## config.mk

```make
export PLATFORM = sky130hd
export DESIGN_NAME = irq_vec_unit
export DESIGN_NICKNAME = d
export VERILOG_FILES = /design/src/rtl/irq_vec_pkg.sv /design/src/rtl/irq_flag_bank.sv /design/src/rtl/irq_line_encoder.sv /design/src/rtl/irq_vec_unit.sv
export SDC_FILE = /design/constraint.sdc
export NUM_CORES = 1
export LEC_CHECK = 0
export ABC_AREA = 0
export BUFFER_PORTS_ARGS = -buffer_cell sky130_fd_sc_hd__buf_2
export CORE_MARGIN = 5
export CORE_UTILIZATION = 46
export CTS_BUF_LIST = sky130_fd_sc_hd__clkbuf_2 sky130_fd_sc_hd__clkbuf_4 sky130_fd_sc_hd__clkbuf_8
export DETAILED_ROUTE_END_ITERATION = 8
export GPL_TIMING_DRIVEN = 1
export PLACE_DENSITY = 0.92
export SLEW_MARGIN = 20
export SYNTH_ARGS = -nofsm -noshare
export SYNTH_HDL_FRONTEND = slang
export SYNTH_SLANG_ARGS = --single-unit
```

## constraint.sdc

```tcl
create_clock -name clk -period 2.4 [get_ports clk]
set_input_delay 0.48 -clock clk [delete_from_list [all_inputs] [get_ports clk]]
set_output_delay 0.48 -clock clk [all_outputs]
set_load 0.005 [all_outputs]
```

## src/rtl/irq_vec_pkg.sv

```systemverilog
// Package: shared constants and the line identifier type for the interrupt
// vector unit. Assumes exactly two interrupt lines.
package irq_vec_pkg;
    localparam int NUM_LINES = 2;

    typedef enum logic {
        LINE_A = 1'b0,
        LINE_B = 1'b1
    } line_id_t;
endpackage

```

## src/rtl/irq_flag_bank.sv

```systemverilog
// Module: irq_flag_bank
// Holds a bank of sticky event flags. An event sets its flag. A masked
// write-one-to-clear or an acknowledge clear resets it. Assumes that set
// takes precedence over both clears in the same cycle.
module irq_flag_bank #(
    parameter int WIDTH = 16
) (
    input  logic             clk,
    input  logic             rst_n,
    input  logic [WIDTH-1:0] set_i,
    input  logic             wr_i,
    input  logic [WIDTH-1:0] w1c_i,
    input  logic [WIDTH-1:0] ack_clr_i,
    output logic [WIDTH-1:0] flag_o
);
    logic [WIDTH-1:0] clr_mask;

    // Combine the software clear and the acknowledge clear into one mask.
    always_comb begin
        clr_mask = ack_clr_i | (wr_i ? w1c_i : '0);
    end

    // Update the flags: set wins over clear.
    always_ff @(posedge clk) begin
        if (!rst_n) begin
            flag_o <= '0;
        end else begin
            flag_o <= (flag_o & ~clr_mask) | set_i;
        end
    end
endmodule

```

## src/rtl/irq_line_encoder.sv

```systemverilog
// Module: irq_line_encoder
// Priority encoder for one interrupt line. It finds the lowest-numbered
// enabled group source mapped to this line, with finish ahead of suspend,
// and falls back to the shared error code. It also reports which flag the
// vector names, so that a read can clear that flag. Assumes that a select
// bit of 0 means line 0.
module irq_line_encoder #(
    parameter int NUM_GRP = 16,
    parameter int NUM_ERR = 4,
    parameter int LINE    = 0,
    parameter int VEC_W   = 5
) (
    input  logic [NUM_GRP-1:0] fin_flag_i,
    input  logic [NUM_GRP-1:0] sus_flag_i,
    input  logic [NUM_ERR-1:0] err_flag_i,
    input  logic [NUM_GRP-1:0] fin_en_i,
    input  logic [NUM_GRP-1:0] sus_en_i,
    input  logic [NUM_GRP-1:0] fin_sel_i,
    input  logic [NUM_GRP-1:0] sus_sel_i,
    input  logic [NUM_ERR-1:0] err_en_i,
    input  logic [NUM_ERR-1:0] err_sel_i,
    output logic               irq_o,
    output logic [VEC_W-1:0]   vec_o,
    output logic               sus_o,
    output logic [NUM_GRP-1:0] hit_fin_o,
    output logic [NUM_GRP-1:0] hit_sus_o
);
    localparam logic [VEC_W-1:0] ERR_CODE = VEC_W'(NUM_GRP + 1);

    logic [NUM_GRP-1:0] fin_p;
    logic [NUM_GRP-1:0] sus_p;
    logic               err_any;

    // Keep only the enabled flags that are routed to this line.
    always_comb begin
        if (LINE != 0) begin
            fin_p   = fin_flag_i & fin_en_i & fin_sel_i;
            sus_p   = sus_flag_i & sus_en_i & sus_sel_i;
            err_any = |(err_flag_i & err_en_i & err_sel_i);
        end else begin
            fin_p   = fin_flag_i & fin_en_i & ~fin_sel_i;
            sus_p   = sus_flag_i & sus_en_i & ~sus_sel_i;
            err_any = |(err_flag_i & err_en_i & ~err_sel_i);
        end
    end

    // Pick the winner: scan from the lowest priority up, so later hits override.
    always_comb begin
        irq_o     = (|fin_p) | (|sus_p) | err_any;
        vec_o     = err_any ? ERR_CODE : '0;
        sus_o     = 1'b0;
        hit_fin_o = '0;
        hit_sus_o = '0;
        for (int g = NUM_GRP - 1; g >= 0; g--) begin
            if (sus_p[g]) begin
                vec_o        = VEC_W'(g + 1);
                sus_o        = 1'b1;
                hit_fin_o    = '0;
                hit_sus_o    = '0;
                hit_sus_o[g] = 1'b1;
            end
            if (fin_p[g]) begin
                vec_o        = VEC_W'(g + 1);
                sus_o        = 1'b0;
                hit_fin_o    = '0;
                hit_sus_o    = '0;
                hit_fin_o[g] = 1'b1;
            end
        end
    end
endmodule

```

## src/rtl/irq_vec_unit.sv

```systemverilog
// Module: irq_vec_unit (top)
// Two-line prioritized interrupt vector unit. It latches group finish,
// group suspend and error events into flags, routes the enabled flags to
// two lines, and presents a vector and a type bit per line. A vector read
// clears the named group flag. Assumes that read and write strobes are
// single-cycle pulses from an external bus decoder.
module irq_vec_unit
    import irq_vec_pkg::*;
#(
    parameter  int NUM_GRP = 16,
    parameter  int NUM_ERR = 4,
    localparam int VEC_W   = $clog2(NUM_GRP + 2)
) (
    input  logic               clk,
    input  logic               rst_n,
    input  logic [NUM_GRP-1:0] fin_evt_i,
    input  logic [NUM_GRP-1:0] sus_evt_i,
    input  logic [NUM_ERR-1:0] err_evt_i,
    input  logic [NUM_GRP-1:0] fin_en_i,
    input  logic [NUM_GRP-1:0] sus_en_i,
    input  logic [NUM_GRP-1:0] fin_sel_i,
    input  logic [NUM_GRP-1:0] sus_sel_i,
    input  logic [NUM_ERR-1:0] err_en_i,
    input  logic [NUM_ERR-1:0] err_sel_i,
    input  logic               flag_wr_i,
    input  logic [NUM_GRP-1:0] fin_w1c_i,
    input  logic [NUM_GRP-1:0] sus_w1c_i,
    input  logic [NUM_ERR-1:0] err_w1c_i,
    input  logic [1:0]         rd_ack_i,
    output logic [1:0]         irq_o,
    output logic [VEC_W-1:0]   vec0_o,
    output logic               sus0_o,
    output logic [VEC_W-1:0]   vec1_o,
    output logic               sus1_o,
    output logic [NUM_GRP-1:0] fin_flag_o,
    output logic [NUM_GRP-1:0] sus_flag_o,
    output logic [NUM_ERR-1:0] err_flag_o
);
    logic [VEC_W-1:0]   vec_w     [NUM_LINES];
    logic               sus_w     [NUM_LINES];
    logic [NUM_GRP-1:0] hit_fin_w [NUM_LINES];
    logic [NUM_GRP-1:0] hit_sus_w [NUM_LINES];
    logic [NUM_GRP-1:0] fin_ack;
    logic [NUM_GRP-1:0] sus_ack;

    irq_flag_bank #(.WIDTH(NUM_GRP)) u_fin_bank (
        .clk(clk), .rst_n(rst_n), .set_i(fin_evt_i), .wr_i(flag_wr_i),
        .w1c_i(fin_w1c_i), .ack_clr_i(fin_ack), .flag_o(fin_flag_o)
    );

    irq_flag_bank #(.WIDTH(NUM_GRP)) u_sus_bank (
        .clk(clk), .rst_n(rst_n), .set_i(sus_evt_i), .wr_i(flag_wr_i),
        .w1c_i(sus_w1c_i), .ack_clr_i(sus_ack), .flag_o(sus_flag_o)
    );

    irq_flag_bank #(.WIDTH(NUM_ERR)) u_err_bank (
        .clk(clk), .rst_n(rst_n), .set_i(err_evt_i), .wr_i(flag_wr_i),
        .w1c_i(err_w1c_i), .ack_clr_i('0), .flag_o(err_flag_o)
    );

    for (genvar l = 0; l < NUM_LINES; l++) begin : g_line
        irq_line_encoder #(
            .NUM_GRP(NUM_GRP), .NUM_ERR(NUM_ERR), .LINE(l), .VEC_W(VEC_W)
        ) u_enc (
            .fin_flag_i(fin_flag_o), .sus_flag_i(sus_flag_o), .err_flag_i(err_flag_o),
            .fin_en_i(fin_en_i), .sus_en_i(sus_en_i),
            .fin_sel_i(fin_sel_i), .sus_sel_i(sus_sel_i),
            .err_en_i(err_en_i), .err_sel_i(err_sel_i),
            .irq_o(irq_o[l]), .vec_o(vec_w[l]), .sus_o(sus_w[l]),
            .hit_fin_o(hit_fin_w[l]), .hit_sus_o(hit_sus_w[l])
        );
    end

    // Turn a vector read into a clear of the flag that the vector names.
    always_comb begin
        fin_ack = '0;
        sus_ack = '0;
        for (int l = 0; l < NUM_LINES; l++) begin
            if (rd_ack_i[l]) begin
                fin_ack = fin_ack | hit_fin_w[l];
                sus_ack = sus_ack | hit_sus_w[l];
            end
        end
    end

    // Drive the per-line output ports.
    always_comb begin
        vec0_o = vec_w[LINE_A];
        sus0_o = sus_w[LINE_A];
        vec1_o = vec_w[LINE_B];
        sus1_o = sus_w[LINE_B];
    end
endmodule

```

==> flow_metrics.tcl <==
set metrics [dict create \
    area_delta_synth_final_pct 58.7 \
    rsz0062_at_grt "yes" \
    synth_top_area_frac 0.208 \
    htreeDepth 2 \
    synthTopCellsByCount "89 x nand2_1, 42 x nand3_1, 36 x dfxtp_1, 35 x nor2_1, 27 x a21oi_1" \
    syn_area_sq_um 3460 \
    die_x_microns 96.7 \
    num_vias 5248 \
    synth_top_area_cell "dfxtp_1" \
    finalSetupViolCount 3 \
    synth-edff-count 0 \
    cellPowerDensity_nw_per_um2 409 \
    overflow 0 \
    utilization 0.753 \
    synthArstFlopShare 0 \
    path_max_fanout 5 \
    ioPinCount 199 \
    seq_area_frac_synth 0.208 \
    yosysWarnings 0 \
    skew_ns 0.0113 \
    syn_avg_cell_area_sq_um 6.97 \
    worst_slack_ns -0.0250 \
    die_h_microns 96.7 \
    drc 0 \
    postRouteAntennaNets 0 \
    rows 31 \
    wl_per_cell_microns 18.1 \
    dr.pass1.iters 5 \
    slew_headroom 0.565 \
    grt_max_degree 35 \
    clockBufferDepth 2 \
    hold_buffers 0 \
    slew_viol_final 0 \
    syn_nets 645 \
    drv_cap 0 \
    antenna_found_initial 0 \
    grt_first_pass_wirelength_microns 24500 \
    peakVddDrop_mv 0.265 \
    routabilityCongestion 0.986 \
    cp-start-kind "flop" \
    clockRootBuffer "clkbuf_8" \
    core_sq_um 7290 \
    finalCritPeriodShare 1.01 \
    wl_microns 15600 \
    p_leak_nw 2.68 \
    track_usage 0.307 \
    layout_min_cycle_time_ns 2.43 \
    first_iter_violations 349 \
    tritoncts "done" \
    cp.required_ns 1.92 \
    dp_hpwl_microns 12600 \
    port-buffer-count 198 \
    grt_pass1_vias 5211 \
    arrival_ns 1.95 \
    diodes 0 \
    path_class "flop to output pin" \
    synthTopCellsByArea "dfxtp_1 21%, nand2_1 9.7%, nand3_1 6.1%" \
    nets 909 \
    status "complete, but fails checks" \
    worst_slew_pin_slew_ns 0.652 \
    synth_most_common_cell "nand2_1" \
    violations "setup timing" \
    start_util 0.474 \
    synthCells 496 \
    ys_ff_latch 36 \
    avgViaCountPerCell 6.10 \
    hp-class "input pin to flop" \
    r2r_slack_ns 0.11 \
    fmax_mhz 412 \
    insertion_delay_ns 0.30 \
    die_area_sq_um 9350 \
    synth-main-ff-cell "dfxtp_1" \
    power_mw 2.24 \
    final_hold_viol_count 0 \
    drive_gt1_frac 0.477 \
    worstSetupEndpointType "output pin" \
    clk_pin_slew_worst_paths_ns 0.09 \
    numCtsBuffers 5 \
    yosysUniqueCellTypes 56 \
    cts.sinks 36 \
]
[critical path: stages (launching register included)]
cell and delay (ns):
dfxtp_4 0.37, and3b_2 0.24, nor4_4 0.30, buf_4 0.16, and2_4 0.17, nand2b_4 0.06
a31oi_4 0.20, buf_2 0.14
[timing repair]
action | 4_1_cts | 5_1_grt
setup buffers | 2 | 9
gates resized for setup | 18 | 77
hold endpoints to repair | 0 | 0
pin swaps | 7 | 28
setup endpoints to repair | 9 | 14
[metal layers]
layer / track usage / wire, microns / vias to the layer above
li1: - / - / 2432
met1: 0.353 / 5850 / 2430
met2: 0.559 / 7810 / 336
met3: 0.0633 / 1440 / 50
met4: 0.105 / 470 / 0
met5: 0 / 0 / -
[flip-flops by register name, summed over array words and instances (netlist names)]
| register | flops |
|---|---|
| u_fin_bank.flag_o | 16 |
| u_err_bank.flag_o | 4 |
| u_sus_bank.flag_o | 16 |
[cell families after synthesis]
| family | count (synthesis) | synth area share |
|---|---|---|
| buffers and inverters | 17 | 0.0221 |
| and+or+nand+nor | 316 | 0.511 |
| muxes | 4 | 0.0123 |
| DFF | 36 | 0.208 |
| AOI/OAI and AO/OA | 123 | 0.246 |
[where the power goes]
group	internal (mW)	leakage (nW)	switching, mW	total [mW]
sequential	0.647	0.306	0.0517	0.699
clock	0.258	0.0523	0.255	0.513
combinational	0.502	2.32	0.529	1.03
[per-stage QoR]
| stage | hold WS [ns] | area, sq um | setup WS, ns | cells | setup TNS, ns |
|---|---|---|---|---|---|
| finish | 0.385 | 5490 | -0.0250 | 860 | -0.0456 |
| CTS | 0.389 | 5130 | 0.00904 | 851 | 0 |
| floorplan | 0.503 | 3460 | 0.233 | 496 | 0 |
| global placement | 0.509 | 4970 | -0.0832 | 841 | -0.175 |
| global route | 0.394 | 5490 | -0.0937 | 860 | -0.523 |
| detailed placement | 0.538 | 4970 | -0.103 | 841 | -0.321 |
[path summary, 6_finish.rpt]
| check | from | endpoint | cells past startpoint |
|---|---|---|---|
| worst max-delay path | u_fin_bank.flag_o[10] | vec0_o[2] | 7 |
| worst min-delay path | sus_evt_i[4] | u_sus_bank.flag_o[4] | 2 |
| worst max register to register | u_sus_bank.flag_o[10] | u_fin_bank.flag_o[15] | 9 |
| worst min register to register | u_fin_bank.flag_o[11] | u_fin_bank.flag_o[11] | 2 |
[cells in the final DEF, fill, tap and decap left out, types with 4 or more instances in the layout]
cell | netlist | final
nand2b_1 | 6 | 5
and3b_2 | 0 | 5
dfxtp_2 | 0 | 10
dfxtp_4 | 0 | 4
o211ai_1 | 6 | 6
a21oi_2 | 0 | 5
a221oi_1 | 8 | 8
inv_1 | 4 | 4
buf_4 | 3 | 71
nand4b_1 | 4 | 4
nor4_4 | 2 | 5
nand4_1 | 12 | 12
nor3_1 | 11 | 7
or3_1 | 4 | 4
buf_2 | 1 | 198
clkbuf_8 | 0 | 6
and4_1 | 6 | 4
a31oi_1 | 15 | 11
nand2_1 | 89 | 85
o21a_1 | 14 | 14
nor2_1 | 35 | 33
and3b_1 | 16 | 11
a32o_1 | 4 | 4
a21oi_1 | 27 | 22
nand2_2 | 1 | 4
o21ai_0 | 17 | 12
and3_1 | 17 | 9
nor2b_1 | 11 | 10
and2_1 | 9 | 8
nor4_1 | 9 | 5
dfxtp_1 | 36 | 22
nand3b_1 | 24 | 24
nand3_1 | 42 | 40
and3_4 | 0 | 8
[layout make-up]
class	instances	area, sq um
Clock buffer	8	97.6
Sequential cell	36	748
Tap cell	99	124
Fill cell	610	1800
Timing Repair Buffer	270	1540
Multi-Input combinational cell	443	2970
Inverter	4	15.0
Note: power is estimated with default switching activity, not from simulation.
